[src/rtl/msr_wr_pkg.sv]
package msr_wr_pkg;

    // Bit positions inside the machine state register
    localparam int unsigned BIT_DR   = 4;
    localparam int unsigned BIT_IR   = 5;
    localparam int unsigned BIT_EP   = 6;
    localparam int unsigned BIT_ME   = 12;
    localparam int unsigned BIT_PR   = 14;
    localparam int unsigned BIT_EE   = 15;
    localparam int unsigned BIT_TGPR = 17;
    localparam int unsigned BIT_POW  = 18;
    localparam int unsigned BIT_GS   = 28;
    localparam int unsigned BIT_HV   = 60;

    localparam logic [31:0] PREFIX_HIGH = 32'hFFF0_0000;

    typedef enum logic [0:0] {
        ST_RUN    = 1'b0,
        ST_HALTED = 1'b1
    } halt_state_e;

    typedef struct packed {
        logic flush;
        logic swap;
        logic ep_chg;
    } msr_events_t;

endpackage

[src/rtl/msr_filter.sv]
module msr_filter
    import msr_wr_pkg::*;
#(
    parameter int unsigned XLEN         = 64,
    parameter logic [XLEN-1:0] IMPL_MASK = '1,
    parameter bit          SERVER_CLASS = 1'b1
) (
    input  logic [XLEN-1:0] old_i,
    input  logic [XLEN-1:0] req_i,
    input  logic            alter_hv_i,
    output logic [XLEN-1:0] pre_force_o,
    output logic [XLEN-1:0] final_o
);

    logic [XLEN-1:0] masked;
    logic [XLEN-1:0] hv_fixed;
    logic [XLEN-1:0] me_fixed;
    logic            hv_may_change;

    assign hv_may_change = alter_hv_i & old_i[BIT_HV];

    always_comb begin
        masked = req_i & IMPL_MASK;

        hv_fixed = masked;
        if (!hv_may_change) begin
            hv_fixed[BIT_HV] = old_i[BIT_HV];
        end

        me_fixed = hv_fixed;
        if (SERVER_CLASS && !old_i[BIT_HV]) begin
            me_fixed[BIT_ME] = old_i[BIT_ME];
        end
    end

    assign pre_force_o = me_fixed;

    generate
        if (SERVER_CLASS) begin : g_force
            always_comb begin
                final_o = me_fixed;
                if (me_fixed[BIT_PR]) begin
                    final_o[BIT_EE] = 1'b1;
                    final_o[BIT_IR] = 1'b1;
                    final_o[BIT_DR] = 1'b1;
                end
            end
        end else begin : g_noforce
            assign final_o = me_fixed;
        end
    endgenerate

endmodule

[src/rtl/msr_event_detect.sv]
module msr_event_detect
    import msr_wr_pkg::*;
#(
    parameter int unsigned XLEN         = 64,
    parameter bit          EMBEDDED_MMU = 1'b0,
    parameter bit          TGPR_EN      = 1'b1
) (
    input  logic [XLEN-1:0] old_i,
    input  logic [XLEN-1:0] pre_force_i,
    input  logic [XLEN-1:0] final_i,
    output msr_events_t     ev_o
);

    logic reloc_chg;
    logic gs_chg;

    assign reloc_chg = (old_i[BIT_IR] ^ pre_force_i[BIT_IR]) |
                       (old_i[BIT_DR] ^ pre_force_i[BIT_DR]);

    generate
        if (EMBEDDED_MMU) begin : g_gs
            assign gs_chg = old_i[BIT_GS] ^ final_i[BIT_GS];
        end else begin : g_nogs
            assign gs_chg = 1'b0;
        end
        if (TGPR_EN) begin : g_tgpr
            assign ev_o.swap = old_i[BIT_TGPR] ^ final_i[BIT_TGPR];
        end else begin : g_notgpr
            assign ev_o.swap = 1'b0;
        end
    endgenerate

    assign ev_o.flush  = reloc_chg | gs_chg;
    assign ev_o.ep_chg = old_i[BIT_EP] ^ final_i[BIT_EP];

endmodule

[src/rtl/msr_halt_fsm.sv]
module msr_halt_fsm
    import msr_wr_pkg::*;
(
    input  logic clk_i,
    input  logic rst_i,
    input  logic wr_en_i,
    input  logic new_pow_i,
    input  logic irq_pending_i,
    input  logic pwrsave_ok_i,
    output logic halt_o
);

    halt_state_e state_q, state_d;
    logic        enter_halt;

    assign enter_halt = wr_en_i & new_pow_i & ~irq_pending_i & pwrsave_ok_i;

    always_comb begin
        state_d = state_q;
        unique case (state_q)
            ST_RUN:    if (enter_halt)    state_d = ST_HALTED; // RUN_TO_HALTED
            ST_HALTED: if (irq_pending_i) state_d = ST_RUN;    // HALTED_TO_RUN
            default:                      state_d = ST_RUN;
        endcase
    end

    always_ff @(posedge clk_i) begin
        if (rst_i) state_q <= ST_RUN;
        else       state_q <= state_d;
    end

    always_comb begin
        unique case (state_q)
            ST_HALTED: halt_o = 1'b1;
            default:   halt_o = 1'b0;
        endcase
    end

    // a pending interrupt releases halt on the next edge
    p_halt_release_r9: assert property (@(posedge clk_i) disable iff (rst_i)
        (halt_o && irq_pending_i) |=> !halt_o);

    // halt only rises after a qualifying write
    p_halt_entry_r9: assert property (@(posedge clk_i) disable iff (rst_i)
        $rose(halt_o) |-> $past(wr_en_i && new_pow_i && !irq_pending_i && pwrsave_ok_i));

endmodule

[src/rtl/msr_write_ctrl.sv]
module msr_write_ctrl
    import msr_wr_pkg::*;
#(
    parameter int unsigned     XLEN         = 64,
    parameter logic [XLEN-1:0] IMPL_MASK    = 64'h1FFF_FFFF_FFFF_FFFF,
    parameter logic [XLEN-1:0] RESET_MSR    = 64'h1000_0000_0000_0000,
    parameter bit              SERVER_CLASS = 1'b1,
    parameter bit              EMBEDDED_MMU = 1'b0,
    parameter bit              TGPR_EN      = 1'b1
) (
    input  logic            clk_i,
    input  logic            rst_i,
    input  logic            wr_en_i,
    input  logic [XLEN-1:0] wr_data_i,
    input  logic            alter_hv_i,
    input  logic            irq_pending_i,
    input  logic            pwrsave_ok_i,
    output logic [XLEN-1:0] msr_o,
    output logic [XLEN-1:0] vec_prefix_o,
    output logic            flush_o,
    output logic            gpr_swap_o,
    output logic            halt_o
);

    localparam logic [XLEN-1:0] PREFIX_VAL = {{(XLEN-32){1'b0}}, PREFIX_HIGH};
    localparam logic [XLEN-1:0] FORCE_BITS = (XLEN'(1) << BIT_EE) |
                                             (XLEN'(1) << BIT_IR) |
                                             (XLEN'(1) << BIT_DR);

    logic [XLEN-1:0] msr_q;
    logic [XLEN-1:0] prefix_q;
    logic            flush_q;
    logic            swap_q;
    logic [XLEN-1:0] pre_force;
    logic [XLEN-1:0] new_val;
    msr_events_t     ev;

    msr_filter #(
        .XLEN         (XLEN),
        .IMPL_MASK    (IMPL_MASK),
        .SERVER_CLASS (SERVER_CLASS)
    ) u_filter (
        .old_i       (msr_q),
        .req_i       (wr_data_i),
        .alter_hv_i  (alter_hv_i),
        .pre_force_o (pre_force),
        .final_o     (new_val)
    );

    msr_event_detect #(
        .XLEN         (XLEN),
        .EMBEDDED_MMU (EMBEDDED_MMU),
        .TGPR_EN      (TGPR_EN)
    ) u_events (
        .old_i       (msr_q),
        .pre_force_i (pre_force),
        .final_i     (new_val),
        .ev_o        (ev)
    );

    msr_halt_fsm u_halt (
        .clk_i         (clk_i),
        .rst_i         (rst_i),
        .wr_en_i       (wr_en_i),
        .new_pow_i     (new_val[BIT_POW]),
        .irq_pending_i (irq_pending_i),
        .pwrsave_ok_i  (pwrsave_ok_i),
        .halt_o        (halt_o)
    );

    always_ff @(posedge clk_i) begin
        if (rst_i) begin
            msr_q    <= RESET_MSR;
            prefix_q <= '0;
            flush_q  <= 1'b0;
            swap_q   <= 1'b0;
        end else begin
            flush_q <= wr_en_i & ev.flush;
            swap_q  <= wr_en_i & ev.swap;
            if (wr_en_i) begin
                msr_q <= new_val;
                if (ev.ep_chg) begin
                    prefix_q <= new_val[BIT_EP] ? PREFIX_VAL : '0;
                end
            end
        end
    end

    assign msr_o        = msr_q;
    assign vec_prefix_o = prefix_q;
    assign flush_o      = flush_q;
    assign gpr_swap_o   = swap_q;

    // no unimplemented bit outside the forced set is ever stored
    p_mask_r1: assert property (@(posedge clk_i) disable iff (rst_i)
        (msr_q & ~(IMPL_MASK | FORCE_BITS)) == '0);

    // hypervisor bit is locked on unqualified writes
    p_hv_lock_r2: assert property (@(posedge clk_i) disable iff (rst_i)
        (wr_en_i && !(alter_hv_i && msr_q[BIT_HV])) |=> $stable(msr_q[BIT_HV]));

    // machine-check enable is frozen in guest state
    p_me_lock_r3: assert property (@(posedge clk_i) disable iff (rst_i)
        (SERVER_CLASS && wr_en_i && !msr_q[BIT_HV]) |=> $stable(msr_q[BIT_ME]));

    // problem state implies the three forced enables
    p_pr_force_r8: assert property (@(posedge clk_i) disable iff (rst_i)
        (SERVER_CLASS && msr_q[BIT_PR]) |-> (msr_q[BIT_EE] && msr_q[BIT_IR] && msr_q[BIT_DR]));

    // prefix always tracks the stored prefix-select bit
    p_prefix_r7: assert property (@(posedge clk_i) disable iff (rst_i)
        prefix_q == (msr_q[BIT_EP] ? PREFIX_VAL : '0));

    // pulses only follow a strobe
    p_flush_src_r11: assert property (@(posedge clk_i) disable iff (rst_i)
        flush_o |-> $past(wr_en_i));

    p_swap_src_r11: assert property (@(posedge clk_i) disable iff (rst_i)
        gpr_swap_o |-> $past(wr_en_i));

    // register holds without a strobe
    p_hold_r11: assert property (@(posedge clk_i) disable iff (rst_i)
        !wr_en_i |=> $stable(msr_q));

endmodule

[config.mk]
export PLATFORM = sky130hd
export DESIGN_NAME = msr_write_ctrl
export DESIGN_NICKNAME = d
export VERILOG_FILES = /design/src/rtl/msr_wr_pkg.sv /design/src/rtl/msr_filter.sv /design/src/rtl/msr_event_detect.sv /design/src/rtl/msr_halt_fsm.sv /design/src/rtl/msr_write_ctrl.sv
export SDC_FILE = /design/constraint.sdc
export NUM_CORES = 1
export LEC_CHECK = 0
export ABC_AREA = 1
export BUFFER_PORTS_ARGS = -buffer_cell sky130_fd_sc_hd__buf_2
export CAP_MARGIN = 15
export CORE_AREA = 2 2 91 93
export CTS_CLUSTER_SIZE = 28
export DETAILED_ROUTE_END_ITERATION = 16
export DIE_AREA = 0 0 93 95
export HOLD_SLACK_MARGIN = 0.15
export PLACE_DENSITY = 0.75
export SLEW_MARGIN = 15
export SYNTH_ARGS = -nofsm -noshare
export SYNTH_HDL_FRONTEND = slang
export SYNTH_SLANG_ARGS = --single-unit
export TNS_END_PERCENT = 100
[constraint.sdc]
create_clock -name clk_i -period 0.8 [get_ports clk_i]
set_input_delay 0.16 -clock clk_i [delete_from_list [all_inputs] [get_ports clk_i]]
set_output_delay 0.16 -clock clk_i [all_outputs]
set_load 0.02 [all_outputs]
# Word-level counts from Yosys, hierarchy flattened
# Cells that the tools add are included.
# totals
regBits	128
inputBits	70
# op_classes
n_mux	7
bitwise_logic	13
n_reduce_logical	3
# op_table
operator	n
32-bit 2-to-1 mux	1
1-bit bitwise AND	6
2-bit AND reduction	3
1-bit 2-to-1 mux	4
1-bit XOR	4
2-bit 2-to-1 mux	1
1-bit inverter	2
1-bit case mux with 2 select lines	1
1-bit OR	1

# Longest topological paths before layout
# logic_depth
word_depth	5
ltp_mapped	6
mapped_depth_nobuf	4

# By module
# From an unflattened synthesis, not the netlist that was laid out.
# unflattened
cells_unflattened	504
hier_area_um2	4065.1
# by_module_without_submodules
mod	n_inst	cells_per_inst	area_per_inst_um2
msr_write_ctrl	1	354	2987.9
msr_filter	1	135	977.2
msr_event_detect	1	10	56.3
msr_halt_fsm	1	5	43.8

# Least setup slack after synthesis
# Ideal clock, no wire load.
# synth_path
path_type	register to output
startpoint	register, netlist name vec_prefix_o[30]
endpoint	output vec_prefix_o[21]
arrival_time_ns	0.832
setup_slack_ns	-0.192
path_stages_with_launch	2
path_buffers	1
path_cell_list	dfxtp_1 -> buf_4
# synth_lines
element	line_no	text
to (decl)	msr_write_ctrl.sv:19	output logic [XLEN-1:0] vec_prefix_o,

==> metrics.txt <==
fmax 924 MHz; Slowest-stage cell, CP dfxtp_4; max layer used met4; xor and xnor fraction of the mapped netlist area 0%; adder-cell share of the synthesized area 0%; final hold vios 0; fin util 60.0%; clock skew 0.00813 ns; Max-Cap Viols 0; global-route wire length before repair 13600 µm; Hold Crit Depth 3; Pwr per Cell Area 1780 mW/mm²; Final Max Slew Viols 0; via count 2933; Mapped Cells 361; final worst slack -0.282 ns; WS Path Type reg -> out; FF-to-FF Start msr_o[28]; Hold Crit Start wr_data_i[60]; Die ar. 0.00884 mm²; Synth Register Bits 65; CP Capture Type primary output; CTS Hold Bufs 59; gr usage total 20.0%; Die Ht 95 µm; Clock Tree Buf Depth 2; RSZ-0062 raised after global routing true; I/O Pins 201; WL/cell 13.6 µm; Seq/Total Area, Yosys 46.0%; Num CTS Buffers 9; root buffer selected by CTS clkbuf_8; CTS sink count 65; Area growth syn-to-layout 68.2%; vias per cell 4.37; DRT Pass-1 Iters 4; hpwl dp 4900 µm; gr ovfl total 0; post-route ant nets 0; Cell variety after synth 18; Synth Area in Compound Gates 11.8%; ranking of synthesized cells by area dfxtp_1 (46%), buf_4 (18%), nor2_1 (15%); Design Area, Final 0.00476 mm²; Metal-1 WL 3280 µm; largest family of logic cells by synthesized area buffers and inverters; vias in the first global route 2863; arrival time at the worst endpoint 0.92 ns; Post-Synth Simple-Gate Area 18.2%; TritonCTS clock tree built; worst reg-to-reg setup slack -0.03 ns; total wire length 9140 µm; DR WL met2 4910 µm; Leakage 2.33 nW; met3 wire len 742 µm; Max VDD drop 1260 µV; Worst-Skew Late Latency 0.33 ns; area leader, netlist dfxtp_1; failing checks setup timing; r2r worst-path depth 4; DRC violations left 0; Clock transition at path regs 0.07 ns; CP cell instances buf_4; layout cells sized above 1 44.2%; PortBufs 142; Ant. Diodes 0; worst-path maximum fanout 14; fin crit share 135%; CP max stage delay 0.42 ns; multiplexer share of the synthesized area 0%; Starting Density 35.7%; largest net degree at the start of global routing 39; die width 93 µm; Worst EP required 0.64 ns; worst r2r dst msr_o[28]; initial antenna violation count 0; Hold EP msr_o[60]; share of the synthesized area in the top cell type 46.0%; status complete, but fails checks; CTS HTree Levels 3; Avg Cell Area, Syn 7.84 µm²; setup violators final 79; Worst Hold Class in -> reg; DP Area 0.00338 mm²; Crit path max-delay family flip-flops; core area 0.00793 mm²; num rows 33; crit path buf inv count 1; Starting DRT DRC Count 108; Yosys warnings 0; Startpoint Class flop; routability cong. 0.712; Tmin final 1.08 ns; synthesized area 0.00283 mm²; Final #Nets 631
-- registers in the layout, summed over array words and instances (netlist names) --
| signal | flops |
|---|---|
| msr_o | 61 |
| u_halt.state_q | 1 |
| gpr_swap_o | 1 |
| flush_o | 1 |
| vec_prefix_o | 1 |
-- stage by stage --
stage          hold WS (ns)  instances  setup WS, ns  TNS (ns)  power, mW
6_report             0.0653        671        -0.282    -12.22       8.46
3_5_place_dp          0.389        589        -0.164     -4.42       5.11
2_1_floorplan         0.229        415        0.0222         0       4.82
3_3_place_gp          0.380        589        -0.155     -3.46       5.08
5_1_grt              0.0432        671        -0.333    -15.64       8.87
4_1_cts              0.0405        671        -0.294    -13.72       8.46
-- power by group --
group          internal (mW)  switching, mW
Clock                   1.52           1.19
Combinational          0.975           1.10
Sequential              3.50          0.171
Total                   6.00           2.46
-- per-layer routing --
metal | global-route usage (%) | up-vias
li1 | - | 1411
met1 | 19.6 | 1343
met2 | 38.1 | 157
met3 | 6.86 | 22
met4 | 8.33 | 0
met5 | 0 | -
-- synthesized netlist by cell type --
master / count
a21oi_1: 7
buf_2: 5
buf_4: 67
buf_6: 7
clkbuf_2: 6
conb_1: 1
dfxtp_1: 65
inv_1: 8
inv_2: 2
nand2_1: 16
nand3_1: 2
nor2_1: 114
nor3_1: 2
nor3b_1: 1
o21a_1: 1
o21ai_0: 54
o21ai_1: 1
o21ai_2: 2
-- kinds of logic (layout without fill, tap and decap cells) --
group / count (synthesis) / count (layout)
AO/OA/AOI/OAI: 65 / 65
flip-flops: 65 / 65
AND/OR/NAND/NOR: 135 / 135
buffers and inverters: 95 / 246
other: 1 / 55
-- repair_timing --
item | 4_1_cts | 5_1_grt
cloned | 0 | 0
endpoints found under the hold margin | 64 | 3
resized for setup | 205 | 13
setup endpoints to repair | 76 | 85
pin swaps | 0 | 3
setup buffers | 7 | 4
-- final cells by class --
class,instances,area [µm²]
clock buffer,13,149
clock inverter,3,40.0
fill,677,3170
inverter,10,37.5
multi-input combinational,255,1080
sequential,65,1390
tap,105,131
timing repair buffer,220,1940
-- how the worst max path moves through the flow --
stage / depth (start not counted) / slack, ns / endpoint / start
after global routing: 1 / -0.33 / vec_prefix_o[22] / vec_prefix_o[30]
after CTS: 1 / -0.29 / vec_prefix_o[30] / vec_prefix_o[30]
after detailed placement: 5 / -0.16 / msr_o[60] / wr_en_i
after global placement: 5 / -0.16 / msr_o[60] / wr_en_i
final: 1 / -0.28 / vec_prefix_o[22] / vec_prefix_o[30]
after floorplan: 6 / 0.02 / msr_o[23] / wr_en_i
-- cell usage in the layout, fill, tap and decap left out, drive strengths merged --
| master | count |
|---|---|
| nor3b | 1 |
| nor3 | 2 |
| dfxtp | 65 |
| o21ai | 57 |
| dlygate4sd3 | 59 |
| clkbuf | 13 |
| a21oi | 7 |
| nand2 | 16 |
| o21a | 1 |
| inv | 10 |
| nor2 | 114 |
| clkinv | 2 |
| conb | 55 |
| buf | 161 |
| bufinv | 1 |
| nand3 | 2 |
(Power assumes the default switching activity.)
